File: src/rtl/fbw_pkg.sv
package fbw_pkg;

  typedef enum logic [1:0] {
    PIX_BYTE   = 2'd0,
    PIX_NIBBLE = 2'd1,
    PIX_HALF16 = 2'd2,
    PIX_WORD16 = 2'd3
  } pix_fmt_e;

  // Position lies in [off, off+len)
  function automatic logic in_span(input logic [31:0] pos,
                                   input logic [31:0] off,
                                   input logic [31:0] len);
    return (pos >= off) && (pos < off + len);
  endfunction

  // Byte offset of a pixel column inside its row
  function automatic logic [31:0] pix_offset(input logic [31:0] col,
                                             input pix_fmt_e fmt);
    logic [31:0] r;
    case (fmt)
      PIX_BYTE:   r = col;
      PIX_NIBBLE: r = col >> 1;
      default:    r = col << 1;
    endcase
    return r;
  endfunction

endpackage

File: src/rtl/fbw_axis.sv
module fbw_axis #(
  parameter int CNT_W = 12
) (
  input  logic             clk,
  input  logic             rst_n,
  input  logic             step,
  input  logic [CNT_W-1:0] total,
  input  logic [CNT_W-1:0] sync_len,
  input  logic [CNT_W-1:0] win_off,
  input  logic [CNT_W-1:0] win_len,
  output logic [CNT_W-1:0] cnt,
  output logic             wrap,
  output logic             sync,
  output logic             in_win
);

  logic [CNT_W-1:0] cnt_q;
  logic             at_last;

  assign at_last = (cnt_q == total - CNT_W'(1));
  assign wrap    = step & at_last;

  always_ff @(posedge clk) begin
    if (!rst_n)      cnt_q <= '0;
    else if (step)   cnt_q <= at_last ? '0 : cnt_q + CNT_W'(1);
  end

  assign cnt    = cnt_q;
  assign sync   = (cnt_q < sync_len);
  assign in_win = fbw_pkg::in_span(32'(cnt_q), 32'(win_off), 32'(win_len));

  // R1 for the horizontal instance, R2 for the vertical one
  assert_cnt_below_total_R1: assert property (@(posedge clk) disable iff (!rst_n)
    cnt_q < total);

  assert_wrap_to_zero_R2: assert property (@(posedge clk) disable iff (!rst_n)
    wrap |=> cnt_q == '0);

  assert_step_incr_R1: assert property (@(posedge clk) disable iff (!rst_n)
    (step && !at_last) |=> cnt_q == $past(cnt_q) + CNT_W'(1));

  assert_hold_no_step_R2: assert property (@(posedge clk) disable iff (!rst_n)
    !step |=> $stable(cnt_q));

  assert_sync_starts_at_zero_R3: assert property (@(posedge clk) disable iff (!rst_n)
    $rose(sync) |-> cnt_q == '0);

endmodule

File: src/rtl/fbw_addr_gen.sv
module fbw_addr_gen #(
  parameter int ADDR_W   = 22,
  parameter int CNT_W    = 12,
  parameter int STRIDE_W = 16
) (
  input  logic                clk,
  input  logic                rst_n,
  input  logic                frame_end,
  input  logic                line_end,
  input  logic                row_in_win,
  input  logic                active,
  input  logic [ADDR_W-1:0]   base_in,
  input  logic [STRIDE_W-1:0] stride,
  input  logic [CNT_W-1:0]    col,
  input  fbw_pkg::pix_fmt_e   fmt,
  output logic [ADDR_W-1:0]   addr
);

  logic [ADDR_W-1:0] row_base;
  logic [ADDR_W-1:0] col_bytes;
  logic              row_advance;

  assign row_advance = line_end & row_in_win & ~frame_end;

  // Row start accumulates the stride once per window line: one adder, no multiplier
  always_ff @(posedge clk) begin
    if (!rst_n)           row_base <= base_in;
    else if (frame_end)   row_base <= base_in;
    else if (row_advance) row_base <= row_base + ADDR_W'(stride);
  end

  assign col_bytes = ADDR_W'(fbw_pkg::pix_offset(32'(col), fmt));
  assign addr      = active ? (row_base + col_bytes) : '0;

  assert_row_base_reload_R6: assert property (@(posedge clk) disable iff (!rst_n)
    frame_end |=> row_base == $past(base_in));

  assert_row_hold_outside_R7: assert property (@(posedge clk) disable iff (!rst_n)
    (line_end && !row_in_win && !frame_end) |=> $stable(row_base));

endmodule

File: src/rtl/fb_window_timing.sv
module fb_window_timing #(
  parameter int CNT_W    = 12,
  parameter int STRIDE_W = 16,
  parameter int ADDR_W   = 22
) (
  input  logic                clk,
  input  logic                rst_n,
  input  logic [CNT_W-1:0]    cfg_h_total,
  input  logic [CNT_W-1:0]    cfg_v_total,
  input  logic [CNT_W-1:0]    cfg_hsync_len,
  input  logic [CNT_W-1:0]    cfg_vsync_len,
  input  logic [CNT_W-1:0]    cfg_x_off,
  input  logic [CNT_W-1:0]    cfg_width,
  input  logic [CNT_W-1:0]    cfg_y_off,
  input  logic [CNT_W-1:0]    cfg_height,
  input  logic [STRIDE_W-1:0] cfg_stride,
  input  logic [ADDR_W-1:0]   cfg_base,
  input  logic [1:0]          cfg_fmt,
  output logic [CNT_W-1:0]    h_cnt,
  output logic [CNT_W-1:0]    v_cnt,
  output logic                hsync,
  output logic                vsync,
  output logic                win_active,
  output logic                fetch_req,
  output logic [ADDR_W-1:0]   fetch_addr
);

  import fbw_pkg::*;

  // Shadow copies, reloaded in reset and at frame boundaries only
  logic [CNT_W-1:0]    s_h_total, s_v_total, s_hsync, s_vsync;
  logic [CNT_W-1:0]    s_x_off, s_width, s_y_off, s_height;
  logic [STRIDE_W-1:0] s_stride;
  pix_fmt_e            s_fmt;

  logic h_wrap, v_wrap, h_in, v_in, frame_end;
  logic [CNT_W-1:0] col;

  assign frame_end = h_wrap & v_wrap;

  always_ff @(posedge clk) begin
    if (!rst_n || frame_end) begin
      s_h_total <= cfg_h_total;
      s_v_total <= cfg_v_total;
      s_hsync   <= cfg_hsync_len;
      s_vsync   <= cfg_vsync_len;
      s_x_off   <= cfg_x_off;
      s_width   <= cfg_width;
      s_y_off   <= cfg_y_off;
      s_height  <= cfg_height;
      s_stride  <= cfg_stride;
      s_fmt     <= pix_fmt_e'(cfg_fmt);
    end
  end

  fbw_axis #(.CNT_W(CNT_W)) h_axis_i (
    .clk(clk), .rst_n(rst_n), .step(1'b1),
    .total(s_h_total), .sync_len(s_hsync),
    .win_off(s_x_off), .win_len(s_width),
    .cnt(h_cnt), .wrap(h_wrap), .sync(hsync), .in_win(h_in)
  );

  fbw_axis #(.CNT_W(CNT_W)) v_axis_i (
    .clk(clk), .rst_n(rst_n), .step(h_wrap),
    .total(s_v_total), .sync_len(s_vsync),
    .win_off(s_y_off), .win_len(s_height),
    .cnt(v_cnt), .wrap(v_wrap), .sync(vsync), .in_win(v_in)
  );

  assign win_active = h_in & v_in;
  assign fetch_req  = win_active;
  assign col        = h_cnt - s_x_off;

  fbw_addr_gen #(.ADDR_W(ADDR_W), .CNT_W(CNT_W), .STRIDE_W(STRIDE_W)) addr_i (
    .clk(clk), .rst_n(rst_n), .frame_end(frame_end), .line_end(h_wrap),
    .row_in_win(v_in), .active(win_active), .base_in(cfg_base),
    .stride(s_stride), .col(col), .fmt(s_fmt), .addr(fetch_addr)
  );

  assert_cfg_frozen_R8: assert property (@(posedge clk) disable iff (!rst_n)
    !frame_end |=> ($stable(s_h_total) && $stable(s_v_total) && $stable(s_x_off)
                    && $stable(s_width) && $stable(s_stride) && $stable(s_fmt)));

  assert_frame_end_origin_R2: assert property (@(posedge clk) disable iff (!rst_n)
    frame_end |=> (h_cnt == '0 && v_cnt == '0));

  assert_req_inside_raster_R4: assert property (@(posedge clk) disable iff (!rst_n)
    fetch_req |-> (h_cnt >= s_x_off && v_cnt >= s_y_off));

endmodule

File: config.mk
export PLATFORM = sky130hd
export DESIGN_NAME = fb_window_timing
export DESIGN_NICKNAME = d
export VERILOG_FILES = /design/src/rtl/fbw_pkg.sv /design/src/rtl/fbw_axis.sv /design/src/rtl/fbw_addr_gen.sv /design/src/rtl/fb_window_timing.sv
export SDC_FILE = /design/constraint.sdc
export NUM_CORES = 1
export LEC_CHECK = 0
export ABC_AREA = 1
export BUFFER_PORTS_ARGS = -buffer_cell sky130_fd_sc_hd__buf_2
export CORE_MARGIN = 2
export CORE_UTILIZATION = 46
export DETAILED_ROUTE_END_ITERATION = 10
export PLACE_DENSITY = 0.67
export SYNTH_ARGS = -nofsm -noshare
export SYNTH_HDL_FRONTEND = slang
export SYNTH_SLANG_ARGS = --single-unit
File: constraint.sdc
create_clock -name clk -period 5.3 [get_ports clk]
set_clock_uncertainty 0.15 [all_clocks]
set_input_delay 0.53 -clock clk [delete_from_list [all_inputs] [get_ports clk]]
set_output_delay 0.53 -clock clk [all_outputs]
set_load 0.02 [all_outputs]
# Word-level counts from Yosys, hierarchy flattened
# Index checks and enable logic that the tools add are counted.
dict set report word_totals {
  register_bits 160
  input_bits 138
  output_inout_bits 50
  word_cells 51
}
dict set report classes {
  n_addsub 9
  magnitude_cmp 6
  n_eq_ne 4
  mux 6
  bitwise 7
  reduce_logical 6
}
# op n
set ops {}
lappend ops {{22-bit two-way mux} 4}
lappend ops {{12-bit by 32-bit less-than comparator with 1-bit output} 2}
lappend ops {{12-bit by 12-bit adder with 13-bit output} 2}
lappend ops {{13-bit case mux with 2 select lines} 1}
lappend ops {{12-bit by 1-bit adder with 12-bit output, second input constant} 2}
lappend ops {{12-bit equality test} 2}
lappend ops {{12-bit >= comparator} 2}
lappend ops {{12-bit less-than comparator} 2}
lappend ops {{12-bit by 1-bit subtractor with 12-bit output, second input constant} 2}
lappend ops {{22-bit by 13-bit adder with 22-bit output} 1}
lappend ops {{22-bit by 16-bit adder with 22-bit output} 1}
lappend ops {{12-bit two-way mux} 1}
lappend ops {{12-bit subtractor} 1}
lappend ops {{1-bit bitwise AND} 5}
lappend ops {{3-bit by 1-bit != test with 1-bit output, second input constant} 1}
lappend ops {{2-bit by 1-bit equality test with 1-bit output, second input constant} 1}
lappend ops {{1-bit logical AND} 2}
lappend ops {{2-bit logical NOT} 1}
lappend ops {{1-bit NOT} 2}
lappend ops {{2-bit OR reduction} 1}
lappend ops {{1-bit logical NOT} 1}
lappend ops {{1-bit logical OR} 1}

# Logic depth before layout (Yosys ltp)
# Gate-level depths: netlist of run 1.
dict set report depth {
  depth_word 9
  mapped_depth 22
  ltp_nobuf 22
}

# Hierarchy
# Synthesis of run 1 repeated with hierarchy kept, for this count alone.
dict set report unflattened {
  hier_cells 1552
  area_unflattened_um2 12245.5
}
# module n_inst cells_each area_per_inst_um2 seq_area_each_um2
set modules_own_cells {}
lappend modules_own_cells {fb_window_timing 1 259 4157.7 3423.3}
lappend modules_own_cells {fbw_addr_gen 1 551 3400.8 660.6}
lappend modules_own_cells {{fbw_axis at v_axis_i} 1 380 2391.0 240.2}
lappend modules_own_cells {{fbw_axis at h_axis_i} 1 362 2296.0 240.2}

# Worst setup path before layout of run 1
# OpenSTA, ideal clock, no wires.
dict set report synth_path {
  path_type {register to register}
  from {register s_y_off[0]}
  to {register addr_i.row_base[0], enable pin}
  setup_ns 0.432
  t_arrival_ns 4.145
  t_required_ns 4.718
  slack_ns 0.574
  path_stages_with_launch 17
  path_buffers 1
  period_less_slack_ns 4.726
  path_cell_list {edfxtp_1 ha_1 inv_1 fa_1 o21ai_1 a21o_1 a21oi_1 xor2_1 ha_1 nand2_1 nor2_1 a211oi_1 o21ai_0 nand3_1 nand3_1 buf_2 o21ai_0}
}
dict set report synth_via {
  elab_chain_len 6
  word_cells_on_any_way 7
  cone_classes {add/sub: 1; order compare: 2; eq/ne: 1; bitwise: 2; reduce/logical: 1}
}
# element line_no
set synth_lines {}
lappend synth_lines {{start, declared} fb_window_timing.sv:32} ;# logic [CNT_W-1:0] s_x_off, s_width, s_y_off, s_height;
lappend synth_lines {{start signal, assigned} fb_window_timing.sv:49} ;# s_y_off <= cfg_y_off;
lappend synth_lines {{12-bit by 12-bit adder with 13-bit output} fbw_pkg.sv:14} ;# return (pos >= off) && (pos < off + len);
lappend synth_lines {{12-bit by 32-bit less-than comparator with 1-bit output} fbw_pkg.sv:14}
lappend synth_lines {{1-bit logical AND *} fbw_pkg.sv:14}
lappend synth_lines {{1-bit bitwise AND * (2 in series)} fbw_addr_gen.sv:23} ;# assign row_advance = line_end & row_in_win & ~frame_end;
lappend synth_lines {{3-bit by 1-bit != test with 1-bit output (no line) *} -}
lappend synth_lines {{end signal, assigned} fbw_addr_gen.sv:27} ;# if (!rst_n) row_base <= base_in;
lappend synth_lines {{end signal, assigned} fbw_addr_gen.sv:28} ;# else if (frame_end) row_base <= base_in;
lappend synth_lines {{end signal, assigned} fbw_addr_gen.sv:29} ;# else if (row_advance) row_base <= row_base + ADDR_W'(stride);
lappend synth_lines {{end, declared} fbw_addr_gen.sv:19} ;# logic [ADDR_W-1:0] row_base;
# Mark *: on every way between the ends. The rest lies on a longest branch, timed or not.
# A chain may end at the register's enable or synchronous reset.

# Worst setup path after layout of run 1
dict set report layout_path {
  from {register h_axis_i.cnt_q[0], in the netlist h_axis_i.cnt[0]}
  to {output port fetch_addr[19]}
}
dict set report layout_via {
  elab_chain_len 4
  word_cells_on_any_way 8
  cone_classes {add/sub: 2; order compare: 2; mux: 2; bitwise: 1; reduce/logical: 1}
}
# element line_no
set layout_lines {}
lappend layout_lines {{start, declared} fbw_axis.sv:17} ;# logic [CNT_W-1:0] cnt_q;
lappend layout_lines {{start signal, assigned} fbw_axis.sv:25} ;# else if (step) cnt_q <= at_last ? '0 : cnt_q + CNT_W'(1);
lappend layout_lines {{12-bit subtractor (tied with other cells)} fb_window_timing.sv:72} ;# assign col = h_cnt - s_x_off;
lappend layout_lines {{13-bit case mux with 2 select lines or 1-bit logical AND (tied branches)} {fbw_pkg.sv:21, fbw_pkg.sv:14}}
lappend layout_lines {{22-bit by 13-bit adder with 22-bit output or 1-bit bitwise AND (tied branches)} {fbw_addr_gen.sv:33, fb_window_timing.sv:70}}
lappend layout_lines {{22-bit two-way mux *} fbw_addr_gen.sv:33} ;# assign addr = active ? (row_base + col_bytes) : '0;
lappend layout_lines {{end, declared} fb_window_timing.sv:25} ;# output logic [ADDR_W-1:0] fetch_addr
# Marked as above.

==> metrics.csv, run 1 <==
metric,value,unit
post_cts resized,0,
Crit. End Element,output port,
TritonCTS buffer count,17,
die height,165,um
Area Overhead vs Synth,17.0,%
MaxCap Viol Count,0,
Worst Setup SP,h_axis_i.cnt[0],
Reg2Reg Depth,17,
Ant. Diodes,0,
Yosys top cell by area,edfxtp_1,
prevailing post-synth register cell,edfxtp_1,
full die area,27200,um^2
Syn Nets,1733,
fin crit share,0.930,
syn_area_per_cell,8.14,um^2
via/cell ratio,5.17,
fin util,0.550,
Final Hold Viols,0,
GRT Total Usage,0.226,
Post-Syn Area,11900,um^2
achievable frequency,203,MHz
Buffers on Ports,187,
post-synthesis sequential area ratio,0.383,
initial antenna violation count,0,
RSZ-0062 raised after global routing,no,
vias in the first global route,9888,
WS Path Type,reg2out,
Slew @ Worst Pin,536,ps
Placeable Area,25300,um^2
pin count of the biggest net entering global routing,78,
Critical Path Source Type,register,
DRT Pass-1 Iters,5,
Worst VDD drop,0.189,mV
reg2reg start,s_y_off[0],
PwrDens,251,nW/um^2
area of the multi-input gates,6530,um^2
Post-synth EDFFs,136,
crit path cell chain,"inv_1, ha_1, inv_1, fa_1, nand3_1, nand2_1, a21oi_2, o21bai_1, xor2_1, nor2_1, nor3_2, ha_1, a21oi_1, o21ai_0, a21oi_1, o21ai_0, buf_4, nand4_1, nand2_1, nor3_1, buf_2",
area taken by flip-flops and latches,4560,um^2
"commonest non-fill, non-tap cell in the layout",nand2_1,
die width,165,um
drt drc,0,
htree depth,4,
hpwl dp,23.7,mm
Syn Inst Count,1463,
leakage,6.66,nW
top area cells in the synthesized netlist,"edfxtp_1 (34%), ha_1 (13%), nand2_1 (11%)",
first-pass GRT wire length,48.0,mm
cell area after placement,13300,um^2
clk buf depth,2,
post-route setup slack,372,ps
GP Congestion,0.906,
Synth cell types,44,
CTS tree,built,
clock sink count,160,
Critical Path Slowest Stage Cell,fa_1,
Iter 0 DRT Violations,691,
min-delay src,cfg_x_off[7],
Via Count,10396,
Hold Path Class,in2reg,
hold buffer count at cts,0,
critical path arrival,4250,ps
Routed WL per cell,15.0,um
fin crit period,4930,ps
Slew Limit Fails,0,
slowest cell delay on critical path,420,ps
"commonest cells after routing, fill and taps aside","nand2_1 (352), inv_1 (192), buf_2 (187)",
Total Power,3.50,mW
Top Ports,188,
CTS root buffer,clkbuf_16,
Hold EP,s_x_off[7],
Required @ worst endpoint,4620,ps
Detail Route Antenna Nets,0,
later-pin clock latency in the skew report,440,ps
Yosys top cell area share,0.343,
share of layout cells above drive strength 1,0.158,
final count of negative-setup-slack endpoints,0,
max_slew headroom,0.639,
setup bufs post-CTS,0,
pre-CTS WS,716,ps
Yosys Warn Count,0,
Worst-path clk slew,70,ps
Layout fillers,2335,
Initial Util,0.470,
R2R Setup Slk,1380,ps
Layout Nets,1939,
ys async rst share,0,
setup TNS,0,ps
total routed wirelength,30.1,mm
outcome,finished clean,
Synth Register Bits,160,
grt ovf,0,
reg2reg end,addr_i.row_base[12],
final non-filler cell area,13900,um^2
Core Rows,58,
crit-path max FO,6,
WHS Path Cells,1,
how the worst max path moves through the flow:
stage	cells after the start	endpoint	slack, ps
detailed placement	21	fetch_addr[19]	720
CTS	21	fetch_addr[19]	230
global placement	20	fetch_addr[16]	780
finish	21	fetch_addr[19]	370
floorplan	16	addr_i.row_base[0]	570
global route	20	fetch_addr[16]	30
synthesized netlist by cell type (11+ instances only):
library cell and n:
nand2_1 352, inv_1 192, edfxtp_1 136, ha_1 127, nor2_1 121, a21oi_1 98
nand3_1 96, xor2_1 55, o21ai_0 45, nor3_1 43, xnor2_1 35, dfxtp_1 24
nand4_1 21, nand3b_1 18, nor2_2 11
critical path: cells and delay by family, from the launching register on:
kind	cells	cell delay, ps
simple gates	7	800
compound gates	6	930
fa+ha+maj	3	910
xor+xnor	1	220
buf+inv	4	590
flops	1	350
where the power goes:
part / total, mW / switching [mW] / internal, mW
sequential: 1.48 / 0.0419 / 1.43
combinational: 0.637 / 0.385 / 0.252
clock: 1.39 / 0.577 / 0.808
registers in the layout (all words and copies together), names as in the netlist:
signal	cells
s_y_off	12
s_stride	16
s_fmt	2
s_v_total	12
addr_i.row_base	22
v_axis_i.cnt	12
s_hsync	12
s_vsync	12
s_width	12
s_h_total	12
s_x_off	12
s_height	12
h_axis_i.cnt	12
area by class of cell:
type,instances,area share
flip-flops and latches,160,0.328
repair buffers,199,0.0745
clock buffers,17,0.0305
well taps,330,0.0296
inverters,195,0.0529
multi-input cells,1096,0.469
clock inverters,14,0.0159
routing by layer:
layer	wire [um]	vias up	part of all wire	track usage
met1	14100	4761	0.47	0.305
met4	619	0	0.021	0.0704
met3	1690	37	0.056	0.0337
met2	13600	272	0.45	0.374
met5	0	-	0	0
li1	-	5326	-	-
kinds of logic (layout without fill, tap and decap cells):
| family | after synthesis | in the layout | share of synthesized area |
|---|---|---|---|
| adders and majority gates | 132 | 132 | 0.142 |
| AOI/OAI and AO/OA | 183 | 183 | 0.0837 |
| buffers and inverters | 207 | 425 | 0.0696 |
| xor gates and xnor gates | 90 | 90 | 0.0662 |
| DFF | 160 | 160 | 0.383 |
| and+or+nand+nor | 691 | 691 | 0.255 |
per-stage QoR:
stage,hold slack (ps),instances
2_1_floorplan,388,1463
3_3_place_gp,317,1980
3_5_place_dp,331,1980
4_1_cts,94.4,2011
5_1_grt,94.4,2011
6_report,108,2011
Power figures use the tool's default switching activity.
==> run 2, diff against run 1 <==
--- a/config.mk
+++ b/config.mk
@@ -5,12 +5,11 @@
 export SDC_FILE = /design/constraint.sdc
 export NUM_CORES = 1
 export LEC_CHECK = 0
-export ABC_AREA = 1
 export BUFFER_PORTS_ARGS = -buffer_cell sky130_fd_sc_hd__buf_2
 export CORE_MARGIN = 2
-export CORE_UTILIZATION = 46
+export CORE_UTILIZATION = 45
 export DETAILED_ROUTE_END_ITERATION = 10
-export PLACE_DENSITY = 0.67
+export PLACE_DENSITY = 0.66
 export SYNTH_ARGS = -nofsm -noshare
 export SYNTH_HDL_FRONTEND = slang
 export SYNTH_SLANG_ARGS = --single-unit
==> run 2 against run 1 <==
  * Clock power down 9%
  * Area after synthesis shrank 9.8%
  * Maximum frequency is 6.4% lower
  * Via count shrank 20%
  * Critical path depth unchanged
  * Die area down 7.6%
  * Non-clock buffer count is 22 higher
  * First-iteration DRC count decreased by 38%
  * Sequential power about the same
  * Register-to-register slack lost 230 ps
  * Combinational power is 10% higher
  * Largest cell class unchanged
==> metrics.csv, run 2 <==
metric,value,unit,change
Worst Hold Slack,116,ps,+8.47 ps
Post-synth EDFFs,136,,unchanged
max reg flops,22,,unchanged
Routed WL per cell,16.0,um,+7.2%
Syn Nets,1299,,-25%
full die area,25100,um^2,-7.6%
Worst Setup SP,s_x_off[1],,
Core Rows,56,,-3.4%
crit-path max FO,6,,unchanged
leakage,5.81,nW,-13%
Critical Path Slowest Stage Cell,or3_4,,
slowest cell delay on critical path,480,ps,+60 ps
WS Path Type,reg2out,,
register with the most flip-flops,addr_i.row_base,,
later-pin clock latency in the skew report,430,ps,about the same
fin crit share,0.993,,+0.0632
Synth cell types,60,,+36%
Synth Register Bits,160,,unchanged
Yosys top cell area share,0.380,,+0.0371
area of the multi-input gates,6040,um^2,-7.5%
Layout fillers,2012,,-14%
Final Hold Viols,0,,unchanged
Top Ports,188,,unchanged
Crit path buffers/inverters,3,,-1
CTS tree,built,,
Detail Route Antenna Nets,0,,unchanged
Worst VDD drop,0.187,mV,-0.82%
Crit. End Element,output port,,
DRT Pass-1 Iters,7,,+2
GRT Total Usage,0.203,,-0.0225
Via Count,8298,,-20%
family with the most delay on the worst path,compound AO/OA/AOI/OAI gates,,
total routed wirelength,25.5,mm,-15%
TritonCTS buffer count,17,,unchanged
pre-CTS WS,-10.6,ps,-726 ps
prevailing post-synth register cell,edfxtp_1,,
"commonest cells after routing, fill and taps aside","buf_2 (163), edfxtp_1 (136), ha_1 (123)",,
Yosys top cell by area,edfxtp_1,,
ys async rst share,0,,unchanged
post-synthesis sequential area ratio,0.425,,+0.0415
outcome,finished clean,,
Placeable Area,23500,um^2,-7.3%
Iter 0 DRT Violations,431,,-38%
Syn Inst Count,1029,,-30%
Post-Syn Area,10700,um^2,-9.8%
post-route setup slack,37.0,ps,-335 ps
pin count of the biggest net entering global routing,109,,+40%
Area Overhead vs Synth,23.7,%,
max_slew headroom,0.549,,-0.0900
final count of negative-setup-slack endpoints,0,,unchanged
placed cell count,1536,,-22%
Layout Nets,1522,,-22%
Yosys Warn Count,0,,unchanged
hpwl dp,19.0,mm,-20%
Buffers on Ports,187,,unchanged
hold buffer count at cts,0,,unchanged
syn_area_per_cell,10.4,um^2,+28%
CTS root buffer,clkbuf_16,,
Critical Path Source Type,register,,
area taken by flip-flops and latches,4560,um^2,unchanged
Slew @ Worst Pin,671,ps,+135 ps
top flop regs,"addr_i.row_base (22), s_stride (16)",,
first-pass GRT wire length,39.0,mm,-19%
MaxCap Viol Count,0,,unchanged
htree depth,4,,unchanged
grt ovf,0,,unchanged
Required @ worst endpoint,4620,ps,about the same
"count leader, synth",edfxtp_1,,
final non-filler cell area,13300,um^2,-4.6%
via/cell ratio,5.23,,+1.1%
vias in the first global route,7840,,-21%
initial antenna violation count,4,,+4
Hold Path Class,in2reg,,
"top cells by count, synth","edfxtp_1 (136), ha_1 (127), nor2_1 (90), inv_1 (85), xnor2_1 (72)",,
Worst-path clk slew,70,ps,about the same
die height,159,um,-3.9%
share of layout cells above drive strength 1,0.271,,+0.113
PwrDens,261,nW/um^2,+3.8%
die width,159,um,-3.9%
RSZ-0062 raised after global routing,yes,,
fin crit period,5260,ps,+335 ps
Initial Util,0.458,,-0.0124
top area cells in the synthesized netlist,"edfxtp_1 (38%), ha_1 (15%), xnor2_1 (5.9%)",,
crit path cell chain,"buf_4, ha_1, a21o_1, a21oi_2, o21ba_2, o21ai_0, a21oi_1, nor2b_1, o21ai_2, nand2b_1, xnor2_1, ha_1, or3_4, a2111oi_4, o31ai_1, o2111ai_1, a41oi_1, or3_4, buf_12, o21ba_2, buf_6",,
cell area after placement,12100,um^2,-8.5%
clock sink count,160,,unchanged
clk buf depth,2,,unchanged
GP Congestion,0.882,,-2.6%
Final Non-Filler Cells,1587,,-21%
Slew Limit Fails,0,,unchanged
"commonest non-fill, non-tap cell in the layout",buf_2,,
reg2reg start,s_y_off[1],,
achievable frequency,190,MHz,-6.4%
drt drc,0,,unchanged
min-delay src,cfg_stride[15],,
critical path arrival,4580,ps,+330 ps
==> run 2: cell types whose count changed in the layout (fill, tap and decap cells not counted), moves of 24 or more <==
cell and change:
nand2_1 -300, xnor2_1 +36, nor2_1 -45, nand3_1 -77, buf_4 +31, buf_2 -24, inv_1 -108, a21oi_1 -53
==> run 2: what timing repair did <==
item	in CTS	in global routing
gates cloned	2	0
setup endpoints to repair	24	24
pin swaps	14	21
resized for setup	34	80
setup buffers	8	6
==> run 2: logic make-up (layout without fill, tap and decap cells) <==
| logic type | Yosys count | in the layout | synth area share |
|---|---|---|---|
| AOI/OAI and AO/OA | 227 | 227 | 0.136 |
| xor gates and xnor gates | 112 | 112 | 0.0913 |
| adders and majority gates | 132 | 132 | 0.157 |
| buffers and inverters | 102 | 338 | 0.0381 |
| DFF | 160 | 160 | 0.425 |
| muxes | 33 | 33 | 0.0333 |
| other | 0 | 3 | 0 |
| and+or+nand+nor | 263 | 263 | 0.120 |
==> run 2: worst reg2reg max path, cell delays in order, from the launching register on <==
cell and delay [ps]:
edfxtp_1 400, ha_1 310, a21o_1 190, a21oi_2 180
o21ba_2 150, o21ai_0 120, a21oi_2 190, o21bai_1 100
a21oi_1 180, xor2_1 170, ha_1 260, a21o_1 160
a211oi_1 200, o21ai_0 120, a31oi_1 160, o31ai_1 180
nand3_1 120, and2_1 140, buf_4 330
==> run 2: metrics by stage <==
step	setup TNS, ps	power (mW)	util
2_1_floorplan	0	1.96	-
3_3_place_gp	0	2.13	0.518
3_5_place_dp	-10.6	2.14	0.518
4_1_cts	-72.0	3.44	0.553
5_1_grt	-2200	3.63	0.566
6_report	0	3.46	0.566
==> run 2: path summary, 6_finish.rpt <==
| check | end | slack (ps) | cells after the start |
|---|---|---|---|
| worst min-delay path | s_stride[15] | 120 | 1 |
| worst max register to register | addr_i.row_base[19] | 1150 | 18 |
| worst max-delay path | fetch_addr[18] | 40 | 21 |
| worst min register to register | h_axis_i.cnt[0] | 410 | 2 |
==> run 2: area by class of cell <==
class,count,share of cell area
Multi-Input combinational cell,767,0.455
Sequential cell,160,0.343
Timing Repair Buffer,221,0.102
Clock buffer,17,0.0320
Tap cell,319,0.0300
Inverter,85,0.0240
Clock inverter,15,0.0131
Antenna cell,3,0.000565
==> run 2: where the power goes <==
group          internal (mW)  switching (mW)
Sequential              1.44          0.0452
Clock                  0.710           0.563
Combinational          0.332           0.371
Total                   2.48           0.980
==> run 2: per-layer routing <==
layer | GRT usage | vias to the layer above | share of wire
met3 | 0.0670 | 30 | 0.067
met4 | 0.0459 | 4 | 0.012
met2 | 0.340 | 211 | 0.48
met1 | 0.256 | 3861 | 0.44
met5 | 0 | - | 0.0011
li1 | - | 4192 | -
